<file path="src/rtl/irtx_pkg.sv">
// Package: shared constants for the IR transmitter.
// Assumes the carrier period is a power of two so the phase counter wraps naturally.
package irtx_pkg;
    localparam int TICKS_PER_PERIOD = 16;
    localparam int PHASE_W          = $clog2(TICKS_PER_PERIOD);
    localparam int DUR_SHIFT        = 2;
    localparam int DEF_DEPTH        = 8;
    localparam int DEF_DIV_W        = 16;
    localparam int DEF_CNT_W        = 16;
endpackage

</file>
<file path="src/rtl/irtx_fifo.sv">
// Module: record FIFO with occupancy count and flush.
// Assumes DEPTH is a power of two. A write to a full FIFO is dropped, even
// if a pop happens in the same cycle. Flush empties the FIFO and blocks writes.
module irtx_fifo #(
    parameter int DEPTH = 8,
    parameter int W     = 17,
    localparam int AW   = $clog2(DEPTH),
    localparam int CW   = $clog2(DEPTH + 1)
) (
    input  logic          clk,
    input  logic          rst_n,
    input  logic          flush,
    input  logic          wr_en,
    input  logic [W-1:0]  wr_data,
    input  logic          pop,
    output logic [W-1:0]  rd_data,
    output logic          empty,
    output logic [CW-1:0] count
);
    logic [W-1:0]  mem [DEPTH];
    logic [AW-1:0] wr_ptr;
    logic [AW-1:0] rd_ptr;
    logic          do_wr;
    logic          do_rd;

    assign empty   = (count == '0);
    assign do_wr   = wr_en && !flush && (count != CW'(DEPTH));
    assign do_rd   = pop && !flush && !empty;
    assign rd_data = mem[rd_ptr];

    // Store accepted records; storage needs no reset.
    always_ff @(posedge clk) begin
        if (do_wr) mem[wr_ptr] <= wr_data;
    end

    // Advance pointers and occupancy; flush or reset clears them.
    always_ff @(posedge clk) begin
        if (!rst_n || flush) begin
            wr_ptr <= '0;
            rd_ptr <= '0;
            count  <= '0;
        end else begin
            if (do_wr) wr_ptr <= wr_ptr + 1'b1;
            if (do_rd) rd_ptr <= rd_ptr + 1'b1;
            case ({do_wr, do_rd})
                2'b10:   count <= count + 1'b1;
                2'b01:   count <= count - 1'b1;
                default: count <= count;
            endcase
        end
    end
endmodule

</file>
<file path="src/rtl/irtx_tick_gen.sv">
// Module: tick prescaler and carrier phase counter.
// Produces one tick every divider+1 clocks while run is high. The phase
// counts ticks modulo the carrier period, and carrier_hi is high for
// phase 0..duty. restart puts both counters back to zero for a new record.
module irtx_tick_gen
    import irtx_pkg::*;
#(
    parameter int DIV_W = 16
) (
    input  logic               clk,
    input  logic               rst_n,
    input  logic               run,
    input  logic               restart,
    input  logic [DIV_W-1:0]   divider,
    input  logic [PHASE_W-1:0] duty,
    output logic               tick,
    output logic               carrier_hi
);
    logic [DIV_W-1:0]   presc;
    logic [PHASE_W-1:0] phase;

    assign tick       = run && (presc == divider);
    assign carrier_hi = (phase <= duty);

    // Count reference clocks within one tick.
    always_ff @(posedge clk) begin
        if (!rst_n || restart || !run) presc <= '0;
        else if (presc == divider)     presc <= '0;
        else                           presc <= presc + 1'b1;
    end

    // Count ticks within one carrier period.
    always_ff @(posedge clk) begin
        if (!rst_n || restart || !run) phase <= '0;
        else if (tick)                 phase <= phase + 1'b1;
    end
endmodule

</file>
<file path="src/rtl/irtx_sequencer.sv">
// Module: record player.
// Takes a record from the FIFO when idle, or on the last tick of the
// current record, and counts its duration down in ticks. A zero count is
// treated as one. Disable stops the current record on the next cycle.
module irtx_sequencer
    import irtx_pkg::*;
#(
    parameter int CNT_W  = 16,
    localparam int REM_W = CNT_W + DUR_SHIFT
) (
    input  logic             clk,
    input  logic             rst_n,
    input  logic             enable,
    input  logic             fifo_empty,
    input  logic [CNT_W:0]   rec,
    input  logic             tick,
    output logic             pop,
    output logic             active,
    output logic             level
);
    logic [REM_W-1:0] remain;
    logic [CNT_W-1:0] eff_cnt;
    logic             last_tick;

    assign last_tick = active && tick && (remain == '0);
    assign pop       = enable && !fifo_empty && (!active || last_tick);
    assign eff_cnt   = (rec[CNT_W-1:0] == '0) ? CNT_W'(1) : rec[CNT_W-1:0];

    // Load, count down and retire records.
    always_ff @(posedge clk) begin
        if (!rst_n || !enable) begin
            active <= 1'b0;
            level  <= 1'b0;
            remain <= '0;
        end else if (pop) begin
            active <= 1'b1;
            level  <= rec[CNT_W];
            remain <= {eff_cnt, {DUR_SHIFT{1'b0}}} - 1'b1;
        end else if (last_tick) begin
            active <= 1'b0;
        end else if (active && tick) begin
            remain <= remain - 1'b1;
        end
    end
endmodule

</file>
<file path="src/rtl/irtx_top.sv">
// Module: IR carrier modulating transmitter top.
// Wires the FIFO, sequencer and tick generator together. The emitter
// output is formed from the record level, the polarity and the carrier.
// The output is 0 when idle. The config inputs are assumed static while
// a record plays.
module irtx_top
    import irtx_pkg::*;
#(
    parameter int DEPTH  = DEF_DEPTH,
    parameter int DIV_W  = DEF_DIV_W,
    parameter int CNT_W  = DEF_CNT_W,
    localparam int CW    = $clog2(DEPTH + 1)
) (
    input  logic               clk,
    input  logic               rst_n,
    input  logic               wr_en,
    input  logic [CNT_W:0]     wr_data,
    input  logic [DIV_W-1:0]   divider,
    input  logic [PHASE_W-1:0] duty,
    input  logic               mod_en,
    input  logic               pol_inv,
    input  logic               tx_en,
    input  logic               wm_empty,
    output logic               ir_out,
    output logic               busy,
    output logic               svc_req
);
    logic [CNT_W:0]  rec;
    logic            fifo_empty;
    logic [CW-1:0]   fifo_cnt;
    logic            pop;
    logic            active;
    logic            level;
    logic            tick;
    logic            carrier_hi;
    logic            burst;

    irtx_fifo #(.DEPTH(DEPTH), .W(CNT_W + 1)) u_fifo (
        .clk     (clk),
        .rst_n   (rst_n),
        .flush   (!tx_en),
        .wr_en   (wr_en),
        .wr_data (wr_data),
        .pop     (pop),
        .rd_data (rec),
        .empty   (fifo_empty),
        .count   (fifo_cnt)
    );

    irtx_sequencer #(.CNT_W(CNT_W)) u_seq (
        .clk        (clk),
        .rst_n      (rst_n),
        .enable     (tx_en),
        .fifo_empty (fifo_empty),
        .rec        (rec),
        .tick       (tick),
        .pop        (pop),
        .active     (active),
        .level      (level)
    );

    irtx_tick_gen #(.DIV_W(DIV_W)) u_tick (
        .clk        (clk),
        .rst_n      (rst_n),
        .run        (active),
        .restart    (pop),
        .divider    (divider),
        .duty       (duty),
        .tick       (tick),
        .carrier_hi (carrier_hi)
    );

    // Decide whether the current level carries the burst.
    always_comb burst = level ^ pol_inv;

    // Drive the emitter: carrier keyed burst, or the raw level.
    always_comb begin
        if (!active)     ir_out = 1'b0;
        else if (mod_en) ir_out = burst && carrier_hi;
        else             ir_out = level;
    end

    assign busy    = active;
    assign svc_req = tx_en && (wm_empty ? (fifo_cnt == '0)
                                        : (fifo_cnt <= CW'(DEPTH / 2)));
endmodule

</file>
<file path="config.mk">
export PLATFORM = sky130hd
export DESIGN_NAME = irtx_top
export DESIGN_NICKNAME = d
export VERILOG_FILES = /design/src/rtl/irtx_pkg.sv /design/src/rtl/irtx_fifo.sv /design/src/rtl/irtx_tick_gen.sv /design/src/rtl/irtx_sequencer.sv /design/src/rtl/irtx_top.sv
export SDC_FILE = /design/constraint.sdc
export NUM_CORES = 1
export LEC_CHECK = 0
export CAP_MARGIN = 25
export CORE_MARGIN = 2
export CORE_UTILIZATION = 55
export DETAILED_ROUTE_END_ITERATION = 16
export DONT_BUFFER_PORTS = 1
export GPL_ROUTABILITY_DRIVEN = 1
export PLACE_DENSITY = 0.71
export SYNTH_ARGS = -nofsm -noshare
export SYNTH_HDL_FRONTEND = slang
export SYNTH_SLANG_ARGS = --single-unit
</file>
<file path="constraint.sdc">
create_clock -name clk -period 4 [get_ports clk]
set_clock_uncertainty 0.2 [all_clocks]
set_input_delay 0.2 -clock clk [delete_from_list [all_inputs] [get_ports clk]]
set_output_delay 0.2 -clock clk [all_outputs]
set_load 0.05 [all_outputs]
</file>
==> results of run 1 <==
[logic make-up after synthesis]
kind of cell | share of synthesized area, %
adder cells (fa/ha/maj) | 2.08
XOR/XNOR | 6.12
buffers and inverters | 2.31
AND/OR/NAND/NOR | 11.6
flip-flops | 61.0
AO/OA/AOI/OAI | 4.97
multiplexers | 11.9
[routing by layer]
metal | track usage, % | share of wire, % | vias to the layer above
met5 | 0 | 0 | -
li1 | - | - | 2368
met4 | 6.40 | 1.1 | 0
met3 | 5.72 | 5.1 | 15
met2 | 35.7 | 51 | 110
met1 | 25.9 | 43 | 2472
[worst max-delay path, cell delays in order (launching register included)]
cell and delay, ps:
dfxtp_2 340, buf_12 260, mux4_1 590, mux2i_1 370
nand3_2 230, nor4_4 320, a221oi_1 170, ha_1 240
nand4b_1 200, nor2b_1 90, xnor2_1 140, a221oi_1 310
nor2_1 70
[stage by stage]
step	std cells	area (µm²)
after floorplan	612	8440
after global placement	789	8690
after detailed placement	789	8690
after CTS	841	9490
after global routing	844	9540
final	844	9540
[layout make-up]
cell class,count,area [µm²]
clock buffer,17,425
clock inverter,15,173
fill,1116,5550
inverter,13,48.8
multi-input combinational,383,3120
sequential,189,5150
tap,188,235
timing repair buffer,39,393
[path summary, 6_finish.rpt]
check / depth (start not counted) / end
setup / recovery: 12 / u_seq.remain[8]
hold reg to reg: 2 / register
hold / removal: 3 / u_seq.remain[0]
setup reg to reg: 12 / u_seq.remain[8]
[state kept, by name (all words and copies together) (netlist names), named ones only]
signal,count
u_fifo.rd_ptr,3
u_fifo.count,4
u_tick.presc,16
u_seq.level,1
u_tick.phase,4
u_fifo.wr_ptr,3
u_fifo.mem,136
u_seq.remain,18
u_seq.active,1
[repair_timing]
item                      CTS  global route
setup buffers               0             0
hold endpoints to repair  142             1
hold buffers               20             2
[power breakdown]
part	internal, mW	switching [mW]	total [mW]
Clock	0.943	0.753	1.70
Combinational	0.0809	0.110	0.191
Sequential	2.11	0.0102	2.12
Total	3.13	0.873	4.01
[cell usage in the layout (no fill, tap or decap), types with 3 or more instances in the layout]
cell type | synthesis | final
or3_1 | 6 | 6
dfxtp_1 | 53 | 52
inv_8 | 0 | 4
xnor2_1 | 32 | 32
a31oi_1 | 3 | 3
a21oi_1 | 31 | 31
ha_1 | 14 | 14
nor2_1 | 54 | 54
o21ai_0 | 14 | 14
nor4_1 | 4 | 4
edfxtp_1 | 136 | 136
nand2b_1 | 6 | 6
mux4_1 | 5 | 5
nor3b_1 | 5 | 4
mux4_2 | 29 | 29
nand4_1 | 12 | 12
clkbuf_16 | 0 | 17
nor3_1 | 21 | 19
nor2b_1 | 4 | 4
inv_1 | 13 | 13
dlygate4sd3_1 | 0 | 22
nor3_2 | 2 | 4
mux2i_1 | 12 | 12
and3_1 | 8 | 8
nand3_1 | 11 | 11
buf_4 | 2 | 14
nor4b_1 | 3 | 3
a211oi_1 | 8 | 8
mux2i_2 | 4 | 4
a41oi_1 | 3 | 3
inv_6 | 0 | 4
nand2_1 | 36 | 36
xor2_1 | 27 | 27
==> metrics.yaml, run 1 <==
status: "finished clean"
cts_resized: 0
synth_edf_count: 136
worstPathMaxFanout: 36
antenna_found_initial: 0
hold-worst-slack_ps: 27.1
wirelength_um: 16000
rsz0062_at_grt: "no"
gp_congestion: 0.824
final_util_pct: 63.2
hp-class: "input port to register"
numCtsBuffers: 17
dp_hpwl_um: 10000
die_h_um: 128
vias: 4965
synth.avg_cell_area_um2: 13.8
worstSetupPathType: "register to register"
yosysWarnings: 0
total_power_mw: 4.01
syn_inst: 612
drive_gt1_share_pct: 15.2
min_from: "rst_n"
clockBufferDepth: 2
die_w_um: 128
period_share_pct: 91.7
ff2ff_setup_slack_ps: 330
synth_cell_type_count: 57
drt.antenna.violating_nets: 0
syn-cell-area_um2: 8440
finalSetupViolations: 0
irDropWorstVdd_mv: 0.394
gr-total-overflow: 0
grt_max_degree: 41
async_reset_ff_share_pct: 0
cts.sinks: 189
timing.final.max_slew_violations: 0
area_growth_pct: 13.1
max-cap-violations: 0
n_antenna_cell: 0
grt_pass1_wl_um: 25600
cp-end-kind: "register"
cts_tree: "done"
yosysTopAreaCellShare_pct: 48.4
maxSlewHeadroom_pct: 37.2
yosysSeqAreaShare_pct: 61.0
fin_setup_tns_ps: 0
first_iter_violations: 302
yosys-top-cells-count: "136 x edfxtp_1, 54 x nor2_1, 53 x dfxtp_1"
period_minus_slack_ps: 3670
io_pins: 47
finalHoldViolCount: 0
num_rows: 45
portBuffers: 0
vias_per_cell: 5.88
nets: 701
fin_ws_ps: 330
first_global_vias: 4998
required_ps: 4110
ys_ff_latch: 189
track_usage_pct: 20.8
power_density_nw_per_um2: 420
crit_arrival_ps: 3780
drc: 0
clkTransAtPathRegs_ps: 70
firstDrtPassIters: 5
worstMarginPinSlew_ps: 947
yosysMostFrequentCell: "edfxtp_1"
cts-root-buf: "clkbuf_16"
synth_nets: 670
max_freq_mhz: 272
p_leak_nw: 3.10
synth_area_leader_cell: "edfxtp_1"
synth_area_leaders: "edfxtp_1 48%, dfxtp_1 13%, mux4_2 7.7%"
pre_cts_slack_ps: 293
setup.worst_path.start_class: "register"
start_util_pct: 55.9
clock_latency_ps: 430
htree_levels: 4
dieArea_um2: 16300
coreArea_um2: 15100
synth_ff_type: "edfxtp_1"
avgRoutedWirePerCell_um: 18.9
Power figures use the tool's default switching activity.
==> run 2: changes to the inputs <==
SYNTH_HIERARCHICAL = 1   (was unset)
==> metrics.yaml, run 2 <==
syn-cell-area_um2: 8700
regMostFlops: "u_fifo/mem"
hold-worst-slack_ps: 154
rsz0062_at_grt: "no"
portBuffers: 0
htree_levels: 4
die_w_um: 130
dp_hpwl_um: 10900
gr-total-overflow: 0
die_h_um: 130
yosysSeqAreaShare_pct: 59.1
first_global_vias: 5137
timing.final.max_slew_violations: 0
async_reset_ff_share_pct: 0
wirelength_um: 16700
final_common_cell: "edfxtp_1"
n_antenna_cell: 0
period_minus_slack_ps: 3720
path_depth: 13
r2r_end: "u_fifo/count[3]"
synth_nets: 676
pre_cts_slack_ps: 325
drc: 0
grt_pass1_wl_um: 26400
crit_family: "simple AND/OR/NAND/NOR gates"
synth.avg_cell_area_um2: 14.1
syn_inst: 618
ff2ff_setup_slack_ps: 280
worstMarginPinSlew_ps: 836
io_pins: 47
drt.antenna.violating_nets: 0
critPathLaunch: "u_fifo/count[1]"
synth_cell_type_count: 75
clkTransAtPathRegs_ps: 70
crit_slowest_cell: "a2111oi_0"
slowest_delay_ps: 590
crit_buf_inv: 1
cp-end-kind: "register"
yosysMostFrequentCell: "edfxtp_1"
start_util_pct: 56.8
status: "finished clean"
synth_edf_count: 136
finalSetupViolations: 0
yosysTopAreaCellShare_pct: 46.9
area_growth_pct: 12.1
synth_area_leader_cell: "edfxtp_1"
largest_reg_flops: 136
setup.worst_path.start_class: "register"
max-cap-violations: 0
track_usage_pct: 21.1
cts_setup_buffers: 0
finalNonFillerCells: 879
clock_latency_ps: 430
vias_per_cell: 5.93
yosysWarnings: 6
cts.sinks: 189
fin_ws_ps: 282
drive_gt1_share_pct: 15.3
r2r-start: "u_fifo/count[1]"
place_inst: 827
antenna_found_initial: 0
num_rows: 45
max_freq_mhz: 269
firstDrtPassIters: 6
synth_area_leaders: "edfxtp_1 47%, dfxtp_1 12%, mux4_1 9.1%"
finalHoldViolCount: 0
avgRoutedWirePerCell_um: 19.0
cp_cell_sequence: "or3_1 -> nor2_1 -> nor2b_1 -> nor2b_1 -> a41oi_2 -> inv_1 -> o41ai_2 -> nor2_1 -> ha_1 -> nand3b_1 -> a2111oi_0 -> o21ai_0 -> a21oi_1"
largestRegisters: "u_fifo/mem: 136 flops, u_seq/remain: 18 flops, u_tick/presc: 16 flops"
gp_congestion: 0.834
cts_tree: "done"
cp-endpoint: "u_fifo/count[3]"
yosys-top-cells-count: "136 x edfxtp_1, 58 x nor2_1, 53 x dfxtp_1"
fin_setup_tns_ps: 0
rr_worst_depth: 13
required_ps: 4160
ys_ff_latch: 189
power_density_nw_per_um2: 394
hp-class: "input port to register"
crit_arrival_ps: 3880
n_fill_cell: 1162
numCtsBuffers: 17
final_cell_mix: "136 x edfxtp_1, 58 x nor2_1, 52 x dfxtp_1, 32 x xor2_1, 30 x mux4_1"
vias: 5213
grt_max_degree: 35
nets: 713
coreArea_um2: 15300
first_iter_violations: 378
cts-root-buf: "clkbuf_16"
synth_ff_type: "edfxtp_1"
maxSlewHeadroom_pct: 44.0
p_leak_nw: 3.29
worstPathMaxFanout: 8
dieArea_um2: 16800
clockBufferDepth: 2
period_share_pct: 93.0
irDropWorstVdd_mv: 0.353
worstSetupPathType: "register to register"
run 2: changes by cell type after synthesis, sizes merged, moves of 9 or more:
cell   before  now
mux2        2   18
a21oi      31   21
xnor2      32   20
nor3       23   14
nand2      36   26
mux2i      17    4
run 2: worst min-delay path by stage:
stage / from / endpoint / slack (ps) / cells past startpoint
after global routing: divider[5] / u_tick/phase[1] / 190 / 5
after CTS: divider[10] / u_tick/phase[1] / 160 / 5
after floorplan: wr_data[0] / u_fifo/mem[0][0] / 100 / 0
final: divider[10] / u_tick/phase[1] / 150 / 5
after detailed placement: wr_data[5] / u_fifo/mem[3][5] / 100 / 0
after global placement: wr_data[13] / u_fifo/mem[4][13] / 100 / 0
run 2: layer usage:
metal / GRT usage, % / wire length (µm) / up-vias
li1: - / - / 2474
met1: 27.9 / 7300 / 2601
met2: 35.4 / 8460 / 117
met3: 4.80 / 736 / 21
met4: 6.45 / 240 / 0
met5: 0 / 0 / -
run 2: what timing repair did:
action	4_1_cts	5_1_grt
gates resized for setup	0	1
endpoints found under the hold margin	148	0
hold buffers	20	0
setup endpoints to repair	0	2
run 2: stage by stage:
step,utilization [%],power (mW),instance area [µm²]
2_1_floorplan,-,2.25,8700
3_3_place_gp,58.7,2.28,8990
3_5_place_dp,58.7,2.28,8990
4_1_cts,63.6,3.88,9740
5_1_grt,63.7,3.97,9750
6_report,63.7,3.84,9750
run 2: layout make-up:
class	count	area (µm²)	area share, %
Clock buffer	18	429	4.40
Clock inverter	14	126	1.30
Inverter	20	75.1	0.770
Multi-Input combinational cell	387	3330	34.2
Sequential cell	189	5150	52.8
Tap cell	211	264	2.71
Timing Repair Buffer	40	375	3.85
run 2: logic make-up after synthesis:
kind of cell / Yosys count / share of synthesized area, %
adders and majority gates: 14 / 2.01
muxes: 56 / 12.9
and+or+nand+nor: 183 / 11.1
buffers and inverters: 42 / 2.66
xor gates and xnor gates: 52 / 5.24
DFF: 189 / 59.1
AOI/OAI and AO/OA: 82 / 6.92
run 2: worst register-to-register path: cells and delay by family (launching register included):
kind	cells	cell delay, ps
AOI/OAI and AO/OA	5	1160
adders and majority gates	1	280
and+or+nand+nor	6	1350
buffers and inverters	1	150
DFF	1	510
run 2: report_power, final:
part | switching [mW] | internal [mW] | total (mW) | leakage [nW]
Combinational | 0.0941 | 0.0611 | 0.155 | 1.37
Sequential | 0.00649 | 2.11 | 2.12 | 1.66
Clock | 0.755 | 0.817 | 1.57 | 0.267
Total | 0.856 | 2.99 | 3.84 | 3.29
